`config.mk`:
```
export PLATFORM = sky130hd
export DESIGN_NAME = uart_irq_ctrl
export DESIGN_NICKNAME = d
export VERILOG_FILES = /design/src/rtl/uart_irq_pkg.sv /design/src/rtl/uart_irq_mask_reg.sv /design/src/rtl/uart_irq_route.sv /design/src/rtl/uart_irq_ctrl.sv
export SDC_FILE = /design/constraint.sdc
export NUM_CORES = 1
export LEC_CHECK = 0
export ABC_AREA = 1
export BUFFER_PORTS_ARGS = -buffer_cell sky130_fd_sc_hd__buf_4
export CORE_MARGIN = 3
export CORE_UTILIZATION = 28
export CTS_BUF_LIST = sky130_fd_sc_hd__clkbuf_16
export DETAILED_ROUTE_END_ITERATION = 8
export GPL_TIMING_DRIVEN = 0
export PLACE_DENSITY_LB_ADDON = 0.1
export SLEW_MARGIN = 30
export SYNTH_ARGS = -nofsm -noshare
export SYNTH_HDL_FRONTEND = slang
export SYNTH_HIERARCHICAL = 1
export SYNTH_SLANG_ARGS = --single-unit
```
`constraint.sdc`:
```
create_clock -name clk_i -period 1.6 [get_ports clk_i]
set_input_delay 0.08 -clock clk_i [delete_from_list [all_inputs] [get_ports clk_i]]
set_output_delay 0.08 -clock clk_i [all_outputs]
set_load 0.005 [all_outputs]
```
`src/rtl/uart_irq_pkg.sv`:
```
package uart_irq_pkg;
  localparam int unsigned MASK_W = 3;
  localparam int unsigned EN_RX  = 0;
  localparam int unsigned EN_TX  = 1;
  localparam int unsigned EN_LS  = 2;

  typedef logic [MASK_W-1:0] irq_mask_t;
endpackage

```
`src/rtl/uart_irq_mask_reg.sv`:
```
module uart_irq_mask_reg
  import uart_irq_pkg::*;
#(
  parameter int unsigned ADDR_W   = 4,
  parameter int unsigned DATA_W   = 32,
  parameter logic [ADDR_W-1:0] SET_ADDR = 4'h0,
  parameter logic [ADDR_W-1:0] CLR_ADDR = 4'h4
) (
  input  logic              clk_i,
  input  logic              rst_ni,
  input  logic [ADDR_W-1:0] addr_i,
  input  logic              we_i,
  input  logic [DATA_W-1:0] wdata_i,
  output logic [DATA_W-1:0] rdata_o,
  output irq_mask_t         mask_o
);
  localparam int unsigned PAD_W = DATA_W - MASK_W;

  irq_mask_t mask_q, mask_d;
  logic      hit_set, hit_clr;
  irq_mask_t wbits;

  assign hit_set = addr_i == SET_ADDR;
  assign hit_clr = addr_i == CLR_ADDR;
  assign wbits   = wdata_i[MASK_W-1:0];

  always_comb begin
    mask_d = mask_q;
    if (we_i && hit_set) mask_d = mask_q | wbits;
    else if (we_i && hit_clr) mask_d = mask_q & ~wbits;
  end

  always_ff @(posedge clk_i or negedge rst_ni) begin
    if (!rst_ni) mask_q <= '0;
    else         mask_q <= mask_d;
  end

  assign rdata_o = (hit_set || hit_clr) ? {{PAD_W{1'b0}}, mask_q} : '0;
  assign mask_o  = mask_q;


  a_r2_set_only_ones: assert property (@(posedge clk_i) disable iff (!rst_ni)
    (we_i && hit_set) |=> (mask_q == ($past(mask_q) | $past(wbits))));

  a_r3_clr_only_ones: assert property (@(posedge clk_i) disable iff (!rst_ni)
    (we_i && hit_clr) |=> (mask_q == ($past(mask_q) & ~$past(wbits))));

  a_r9_other_addr_hold: assert property (@(posedge clk_i) disable iff (!rst_ni)
    !(we_i && (hit_set || hit_clr)) |=> $stable(mask_q));
endmodule

```
`src/rtl/uart_irq_route.sv`:
```
module uart_irq_route
  import uart_irq_pkg::*;
(
  input  logic      clk_i,
  input  logic      rst_ni,
  input  irq_mask_t mask_i,
  input  logic      rx_full_i,
  input  logic      tx_empty_i,
  input  logic      line_stat_i,
  output logic      rx_req_o,
  output logic      tx_req_o,
  output logic      stat_req_o
);
  logic rx_m, tx_m, ls_m, reroute;

  assign reroute = mask_i[EN_LS];
  assign rx_m    = rx_full_i  & mask_i[EN_RX];
  assign tx_m    = tx_empty_i & mask_i[EN_TX];
  assign ls_m    = line_stat_i & mask_i[EN_LS];

  assign rx_req_o   = rx_m & ~reroute;
  assign tx_req_o   = tx_m & ~reroute;
  assign stat_req_o = ls_m | (reroute & (rx_m | tx_m));


  a_r8_data_quiet_on_reroute: assert property (@(posedge clk_i) disable iff (!rst_ni)
    mask_i[EN_LS] |-> !(rx_req_o || tx_req_o));

  a_r7_stat_needs_enable: assert property (@(posedge clk_i) disable iff (!rst_ni)
    stat_req_o |-> mask_i[EN_LS]);

  a_r5_rx_needs_event: assert property (@(posedge clk_i) disable iff (!rst_ni)
    rx_req_o |-> (rx_full_i && mask_i[EN_RX]));

  a_r6_tx_needs_event: assert property (@(posedge clk_i) disable iff (!rst_ni)
    tx_req_o |-> (tx_empty_i && mask_i[EN_TX]));
endmodule

```
`src/rtl/uart_irq_ctrl.sv`:
```
module uart_irq_ctrl
  import uart_irq_pkg::*;
#(
  parameter int unsigned ADDR_W   = 4,
  parameter int unsigned DATA_W   = 32,
  parameter logic [ADDR_W-1:0] SET_ADDR = 4'h0,
  parameter logic [ADDR_W-1:0] CLR_ADDR = 4'h4
) (
  input  logic              clk_i,
  input  logic              rst_ni,
  input  logic [ADDR_W-1:0] addr_i,
  input  logic              we_i,
  input  logic [DATA_W-1:0] wdata_i,
  output logic [DATA_W-1:0] rdata_o,
  input  logic              rx_full_i,
  input  logic              tx_empty_i,
  input  logic              line_stat_i,
  output logic              rx_req_o,
  output logic              tx_req_o,
  output logic              stat_req_o
);
  irq_mask_t mask;

  uart_irq_mask_reg #(
    .ADDR_W(ADDR_W), .DATA_W(DATA_W), .SET_ADDR(SET_ADDR), .CLR_ADDR(CLR_ADDR)
  ) u_mask (
    .clk_i(clk_i), .rst_ni(rst_ni), .addr_i(addr_i), .we_i(we_i),
    .wdata_i(wdata_i), .rdata_o(rdata_o), .mask_o(mask)
  );

  uart_irq_route u_route (
    .clk_i(clk_i), .rst_ni(rst_ni), .mask_i(mask),
    .rx_full_i(rx_full_i), .tx_empty_i(tx_empty_i), .line_stat_i(line_stat_i),
    .rx_req_o(rx_req_o), .tx_req_o(tx_req_o), .stat_req_o(stat_req_o)
  );

  // no request while in reset
  a_r1_quiet_in_reset: assert property (@(posedge clk_i)
    !rst_ni |-> !(rx_req_o || tx_req_o || stat_req_o));
endmodule

```
---- Word level (Yosys, flattened, before mapping) ----
Index checks and enable logic that the tools add are counted.
storage, ports and cells
  word-level logic and storage cells ...... 22
  bits in writable memories ............... 0
  latch bits .............................. 0
  ROM bits ................................ 0
  memories ................................ 0
  register bits ........................... 3
operators by class
  eq/ne operators ......................... 1
  shifts and indexed selects .............. 0
  mux-type cells .......................... 3
  divide/modulo/power cells ............... 0
  bitwise logic cells ..................... 12
  $mul .................................... 0
  reduce and logical (&&, ||, !) cells .... 5
  order comparisons ....................... 0
  add/subtract/negate cells ............... 0
operators by type and width
  cell                                                 number
  two-way mux 3 bit                                    3
  bitwise AND 1 bit                                    6
  equality test 4 x 3 -> 1 bit, second input constant  1
  zero test 4 bit                                      1
  bitwise AND 3 bit                                    1
  inverter 3 bit                                       1
  bitwise OR 3 bit                                     1
  logical AND 1 bit                                    2
  bitwise OR 1 bit                                     2
  nonzero test 2 bit                                   1
  logical OR 1 bit                                     1
  inverter 1 bit                                       1

---- Logic depth before layout (Yosys ltp) ----
Gate-level depths: netlist of run 1.
  depth after elaboration ................. 4
  depth in mapped cells ................... 4
  mapped depth without buffers ............ 4

---- Modules after synthesis ----
Netlist of run 1, hierarchy kept.
by module, submodules not included
  module             instances  cells each  sequential area each (µm²)  area each (µm²)
  uart_irq_mask_reg  1          55          75.1                        401.6
  uart_irq_route     1          8           0.0                         30.0

---- Least setup slack after synthesis of run 1 ----
Ideal clock, no wire load.
  path kind ............................... reg-to-output
  start ................................... register with a tool-made name
  end ..................................... output stat_req_o
  data required time ...................... 1.520 ns
  setup slack ............................. 0.938 ns
  path buffers ............................ 0
  arrival time ............................ 0.582 ns
  stages on the path, launching flop included .. 5
  cells stage by stage .................... dfrtp_1 > nand2_1 > nand2_1 > nand2_1 > nand2_1
RTL lines
  what           line                 text
  end, declared  uart_irq_ctrl.sv:20  output logic stat_req_o

==> results of run 1 <==
==> area by class of cell <==
class	instances	area [µm²]	share of cell area, %
Sequential cell	3	75.1	9.63
Clock inverter	1	3.75	0.482
Clock buffer	3	75.1	9.63
Tap cell	15	18.8	2.41
Multi-Input combinational cell	55	229	29.4
Inverter	4	15.0	1.93
Timing Repair Buffer	19	145	18.6
Buffer	29	218	27.9
==> metal layers <==
layer  global-route usage [%]  vias to the layer above
met2                     13.3                       30
met4                     1.75                        0
met5                        0                        -
li1                         -                      239
met1                     9.59                      157
met3                     5.18                        0
==> per-stage QoR <==
step	setup slack, ns	area (µm²)	power, W	std cells	hold slack (ns)
finish	0.545	779	0.000657	129	0.127
global route	0.495	779	0.000691	129	0.151
CTS	0.537	779	0.000663	129	0.130
detailed placement	0.772	691	0.000269	124	-0.130
global placement	0.779	691	0.000267	124	-0.131
floorplan	0.938	537	0.000209	91	-0.216
==> repair_timing <==
item,in CTS,in global routing
hold buffers,1,0
endpoints found under the hold margin,3,0
setup buffers,0,0
==> Yosys cell counts, drive strengths merged <==
cell type / n / area, µm²
buf: 29 / 218
nand2: 13 / 48.8
nor2: 7 / 33.8
nand4: 6 / 37.5
inv: 4 / 15.0
dfrtp: 3 / 75.1
conb: 1 / 3.75
==> worst paths after layout <==
check / from / endpoint / cells after the start / slack, ns
min reg2reg: flip-flop / flip-flop / 2 / 0.51
min in group asynchronous: rst_ni / asynchronous set/reset pin / 2 / 0.19
max reg2reg: flip-flop / flip-flop / 2 / 0.93
min: wdata_i[1] / flip-flop / 3 / 0.13
max in group asynchronous: rst_ni / asynchronous set/reset pin / 2 / 1.32
max: flip-flop / stat_req_o / 5 / 0.55
==> cell families after synthesis <==
| group | count (synthesis) | synth area share (%) |
|---|---|---|
| DFF | 3 | 17.4 |
| and+or+nand+nor | 26 | 27.8 |
| other | 1 | 0.869 |
| buffers and inverters | 33 | 53.9 |
==> worst min-delay path: stages <==
cell	delay (ns)
buf_4	0.08
nand4_1	0.08
nand2_1	0.07
==> power breakdown <==
| part | internal, W | total [W] | switching, W |
|---|---|---|---|
| sequential | 0.0000920 | 0.000109 | 0.0000169 |
| clock | 0.000322 | 0.000386 | 0.0000638 |
| combinational | 0.0000960 | 0.000163 | 0.0000667 |
| total | 0.000510 | 0.000657 | 0.000147 |
==> impl_metrics.sql, run 1 <==
INSERT INTO impl_metrics (metric_group, metric, value, unit) VALUES
('final_layout', 'layout.cells.most_common', 'buf_4', ''),
('die', 'number_of_primary_i_o_pins', '77', ''),
('critical_path', 'arrival', '0.97', 'ns'),
('detailed_routing', 'drt_first_pass_iters', '4', ''),
('clocking', 'cts-root-to-sink-buffers', '2', ''),
('synth', 'ys_seq_elements', '3', ''),
('clocking', 'clock_sinks', '3', ''),
('critical_path', 'crit_path_top_delay_cell', 'dfrtp_1', ''),
('grt', 'first_pass_grt_wire_length', '1.26', 'mm'),
('synth', 'synth_cells', '63', ''),
('detailed_routing', 'remaining_drc_errors', '0', ''),
('critical_path', 'crit_path_cell_trace', 'nand2_1, nand2_1, nand2_1, nand2_1, buf_4', ''),
('detailed_routing', 'top_signal_layer_used', 'met3', ''),
('final_layout', 'drive_above_1_share', '44.7', '%'),
('grt', 'global_route.usage.total', '8.39', '%'),
('final_layout', 'mostFrequentLayoutCells', 'buf_4 (47), conb_1 (29), nand2_1 (13), nor2_1 (6), nand4_1 (6)', ''),
('synth', 'syn-mean-instance-area', '6.85', 'µm²'),
('detailed_routing', 'route.layer.met1.wl', '345', 'µm'),
('die', 'floorplan.die_area', '2050', 'µm²'),
('clocking', 'postCtsResizedCells', '0', ''),
('detailed_routing', 'route.detailed.vias_per_inst', '3.30', ''),
('grt', 'grt_overflow', '0', ''),
('timing', 'setup_viol_count_final', '0', ''),
('detailed_routing', 'final_antenna_net_count', '0', ''),
('die', 'core-area', '1370', 'µm²'),
('final_layout', 'layout.core_utilization', '57.1', '%'),
('clocking', 'clock_latency', '0.22', 'ns'),
('worst_hold_path', 'worst_hold_path_type', 'in -> reg', ''),
('grt', 'antenna_found_initial', '0', ''),
('clocking', 'tritoncts', 'done', ''),
('synth', 'yosysUniqueCellTypes', '8', ''),
('timing', 'maxSlewViolCount', '0', ''),
('synth', 'synth_area', '432', 'µm²'),
('detailed_routing', 'met2_length', '429', 'µm'),
('die', 'initial_core_util', '31.6', '%'),
('detailed_routing', 'post_drt_wl_per_cell', '7.33', 'µm'),
('placed_design', 'portBuffers', '18', ''),
('grt', 'grt_max_degree', '8', ''),
('status', 'status', 'completed', ''),
('critical_path', 'worstPathBufferInverterCount', '1', ''),
('synth', 'synth-warning-count', '6', ''),
('timing', 'setup_tns', '0', 'ns'),
('detailed_routing', 'final_routed_wirelength', '946', 'µm'),
('grt', 'first_global_vias', '317', ''),
('critical_path', 'required', '1.52', 'ns'),
('power', 'static-leakage-power', '0.500', 'nW'),
('critical_path', 'cpMostUsedCell', 'nand2_1', ''),
('clocking', 'cts_root_buf', 'clkbuf_16', ''),
('clocking', 'h-tree-depth', '1', ''),
('power', 'cellPowerDensity', '843', 'nW/µm²'),
('clocking', 'tritoncts.num_buffers', '3', ''),
('critical_path', 'slowest_delay', '0.39', 'ns'),
('final_layout', 'insertedDiodeCount', '0', ''),
('detailed_routing', 'wl_met3', '170', 'µm'),
('critical_path', 'end_kind', 'output pin', ''),
('timing', 'number_of_hold_violations_in_the_final_report', '0', ''),
('timing', 'finClkSkew', '0', 'ns'),
('timing', 'unrepaired_setup_endpoints_after_global_routing', 'false', ''),
('timing', 'clock.fmax', '0.948', 'GHz'),
('timing', 'period_share', '65.9', '%'),
('critical_path', 'cpLargestDelayFamily', 'flip-flops', ''),
('placed_design', 'finalWeightedCongestion', '0.627', ''),
('final_layout', 'num-nets-final', '157', ''),
('die', 'rows', '13', ''),
('die', 'die_width', '45.3', 'µm'),
('flow_run', 'max_cap_viols', '0', ''),
('detailed_routing', 'first_drt_iteration_drcs', '6', ''),
('timing', 'period_needed', '1.05', 'ns'),
('critical_path', 'setup.worst_path.start_class', 'flip-flop', ''),
('power', 'vdd_ir_drop_max', '0.774', 'mV'),
('placed_design', 'detailed_place_hpwl', '847', 'µm'),
('synth', 'ys_seq_area_share', '17.4', '%'),
('clocking', 'worst_setup_hold_path_clk_slew', '0.03', 'ns'),
('final_layout', 'fillerInstances', '152', ''),
('detailed_routing', 'num_vias', '426', ''),
('critical_path', 'critical_path.max_fanout', '3', ''),
('critical_path', 'timing.setup.critical_path_class', 'reg -> out', ''),
('final_layout', 'syn2layout_area_growth', '80.6', '%'),
('die', 'die_height', '45.3', 'µm');
Note: power is estimated with default switching activity, not from simulation.
==> inputs of run 2 (changes only) <==
--- a/config.mk
+++ b/config.mk
@@ -8,7 +8,7 @@
 export ABC_AREA = 1
 export BUFFER_PORTS_ARGS = -buffer_cell sky130_fd_sc_hd__buf_4
 export CORE_MARGIN = 3
-export CORE_UTILIZATION = 28
+export CORE_UTILIZATION = 23
 export CTS_BUF_LIST = sky130_fd_sc_hd__clkbuf_16
 export DETAILED_ROUTE_END_ITERATION = 8
 export GPL_TIMING_DRIVEN = 0
==> constraint.sdc (replaced) <==
create_clock -name clk_i -period 0.9 [get_ports clk_i]
set_input_delay 0.045 -clock clk_i [delete_from_list [all_inputs] [get_ports clk_i]]
set_output_delay 0.045 -clock clk_i [all_outputs]
set_load 0.005 [all_outputs]
==> run 2 against run 1 <==
The flow now finishes with violations (negative setup slack). Setup slack lost 0.65 ns. Via count is 1.6% higher. Highest routed layer unchanged. Critical path type unchanged. Clock skew unchanged. Critical endpoint unchanged. Clock power up 78%. Sequential power grew 80%. Die area increased by 19%.
==> impl_metrics.sql, run 2 (synthesis results as in run 1) <==
INSERT INTO impl_metrics (metric_group, metric, value, unit) VALUES
('status', 'status', 'finished with violations', ''),
('status', 'failing_checks', 'negative setup slack', ''),
('grt', 'antenna_found_initial', '0', ''),
('critical_path', 'cpMostUsedCell', 'nand2_1', ''),
('grt', 'grt_max_degree', '8', ''),
('timing', 'whs', '0.0922', 'ns'),
('detailed_routing', 'drt_first_pass_iters', '4', ''),
('final_layout', 'layout.cells.most_common', 'buf_4', ''),
('placed_design', 'portBuffers', '18', ''),
('critical_path', 'timing.setup.critical_path_class', 'reg -> out', ''),
('grt', 'global_route.usage.total', '8.20', '%'),
('clocking', 'cts_root_buf', 'clkbuf_16', ''),
('detailed_routing', 'final_routed_wirelength', '974', 'µm'),
('detailed_routing', 'post_drt_wl_per_cell', '6.86', 'µm'),
('critical_path', 'crit_path_top_delay_cell', 'dfrtp_1', ''),
('clocking', 'h-tree-depth', '1', ''),
('power', 'cell_internal_pwr', '0.000948', 'W'),
('critical_path', 'slowest_delay', '0.39', 'ns'),
('critical_path', 'arrival', '0.96', 'ns'),
('critical_path', 'required', '0.85', 'ns'),
('die', 'number_of_primary_i_o_pins', '77', ''),
('timing', 'clock.fmax', '0.994', 'GHz'),
('die', 'die_height', '49.3', 'µm'),
('die', 'core-area', '1750', 'µm²'),
('power', 'vdd_ir_drop_max', '0.910', 'mV'),
('power', 'static-leakage-power', '0.514', 'nW'),
('final_layout', 'insertedDiodeCount', '0', ''),
('grt', 'grt_overflow', '0', ''),
('grt', 'first_pass_grt_wire_length', '1.52', 'mm'),
('clocking', 'clock_sinks', '3', ''),
('critical_path', 'setup.worst_path.start_class', 'flip-flop', ''),
('timing', 'setup_slack', '-0.106', 'ns'),
('timing', 'number_of_hold_violations_in_the_final_report', '0', ''),
('timing', 'setup_tns', '-0.158', 'ns'),
('die', 'rows', '15', ''),
('clocking', 'cts-root-to-sink-buffers', '2', ''),
('detailed_routing', 'route.detailed.vias_per_inst', '3.05', ''),
('critical_path', 'cpLargestDelayFamily', 'flip-flops', ''),
('clocking', 'clock_latency', '0.22', 'ns'),
('final_layout', 'syn2layout_area_growth', '91.0', '%'),
('die', 'floorplan.die_area', '2430', 'µm²'),
('power', 'power.switching_fraction', '22.8', '%'),
('power', 'switching_power', '0.000280', 'W'),
('final_layout', 'drive_above_1_share', '48.7', '%'),
('final_layout', 'mostFrequentLayoutCells', 'buf_4 (49), conb_1 (29), nand2_1 (12), nand4_1 (6)', ''),
('critical_path', 'worstPathBufferInverterCount', '1', ''),
('timing', 'unrepaired_setup_endpoints_after_global_routing', 'true', ''),
('timing', 'period_needed', '1.01', 'ns'),
('power', 'share_comb_of_total_power', '27.9', '%'),
('timing', 'period_share', '112', '%'),
('placed_design', 'finalWeightedCongestion', '0.603', ''),
('power', 'clockPowerShare', '56.1', '%'),
('detailed_routing', 'num_vias', '433', ''),
('critical_path', 'end_kind', 'output pin', ''),
('power', 'cellPowerDensity', '1490', 'nW/µm²'),
('timing', 'setup_viol_count_final', '4', ''),
('die', 'initial_core_util', '24.7', '%'),
('clocking', 'tritoncts.num_buffers', '3', ''),
('final_layout', 'num-nets-final', '160', ''),
('timing', 'finClkSkew', '0', 'ns'),
('die', 'die_width', '49.3', 'µm'),
('flow_run', 'max_cap_viols', '0', ''),
('grt', 'first_global_vias', '381', ''),
('timing', 'maxSlewViolCount', '0', ''),
('critical_path', 'critical_path.max_fanout', '3', ''),
('clocking', 'tritoncts', 'done', ''),
('critical_path', 'crit_path_cell_trace', 'nand2_1, nand2_1, nand2_1, nand2_1, buf_6', ''),
('detailed_routing', 'first_drt_iteration_drcs', '7', ''),
('detailed_routing', 'remaining_drc_errors', '0', ''),
('placed_design', 'detailed_place_hpwl', '789', 'µm'),
('clocking', 'worst_setup_hold_path_clk_slew', '0.03', 'ns'),
('detailed_routing', 'final_antenna_net_count', '0', ''),
('power', 'sequentialPowerShare', '16.0', '%'),
('worst_hold_path', 'worst_hold_path_type', 'in -> reg', '');
-- run 2: timing repair --
action	in CTS	in global routing
endpoints found under the setup margin	5	6
setup buffers	2	1
hold endpoints to repair	3	0
hold buffers	1	0
pin swaps	3	1
resized for setup	0	4
-- run 2: power by group through the flow --
stage / clock network [W] / registers (W) / logic, W
floorplan: 0 / 0.000186 / 0.000186
global placement: 0 / 0.000197 / 0.000279
CTS: 0.000699 / 0.000192 / 0.000314
global route: 0.000721 / 0.000202 / 0.000384
finish: 0.000689 / 0.000196 / 0.000342
detailed placement: 0 / 0.000196 / 0.000280
-- run 2: worst reg2reg max path, delay by kind of cell (launching register included) --
kind | cells | cell delay [ns]
buf+inv | 1 | 0.14
flops | 1 | 0.42
simple gates | 2 | 0.10
-- run 2: cell type report --
cell class              instances  area, µm²
inverters                       4       15.0
well taps                      25       31.3
multi-input cells              55        234
plain buffers                  29        218
repair buffers                 22        171
clock buffers                   3       75.1
fillers                       179        921
clock inverters                 1       3.75
flip-flops and latches          3       76.3
-- run 2: metrics by stage --
stage	area [µm²]	cells	total power, W	setup slack [ns]	util, %
2_1_floorplan	537	91	0.000372	0.273	-
3_3_place_gp	703	134	0.000476	0.117	40.3
3_5_place_dp	703	134	0.000476	0.123	40.3
4_1_cts	807	141	0.00121	-0.110	46.2
5_1_grt	825	142	0.00131	-0.176	47.2
6_report	825	142	0.00123	-0.106	47.2
-- run 2: final timing paths --
check | startpoint | endpoint | slack [ns] | cells after the start
setup reg to reg | flip-flop | flip-flop | 0.12 | 3
max in group asynchronous | rst_ni | asynchronous set/reset pin | 0.63 | 2
hold reg to reg | flip-flop | flip-flop | 0.62 | 3
min in group asynchronous | rst_ni | asynchronous set/reset pin | 0.17 | 2
setup / recovery | flip-flop | stat_req_o | -0.11 | 5
hold / removal | wdata_i[1] | flip-flop | 0.09 | 3
-- run 2: metal layers --
layer | routed length [µm] | track usage (%) | share of wire, %
met1 | 324 | 8.44 | 33
met2 | 483 | 12.9 | 50
met3 | 166 | 3.98 | 17
met4 | 0 | 5.69 | 0
met5 | 0 | 0 | 0
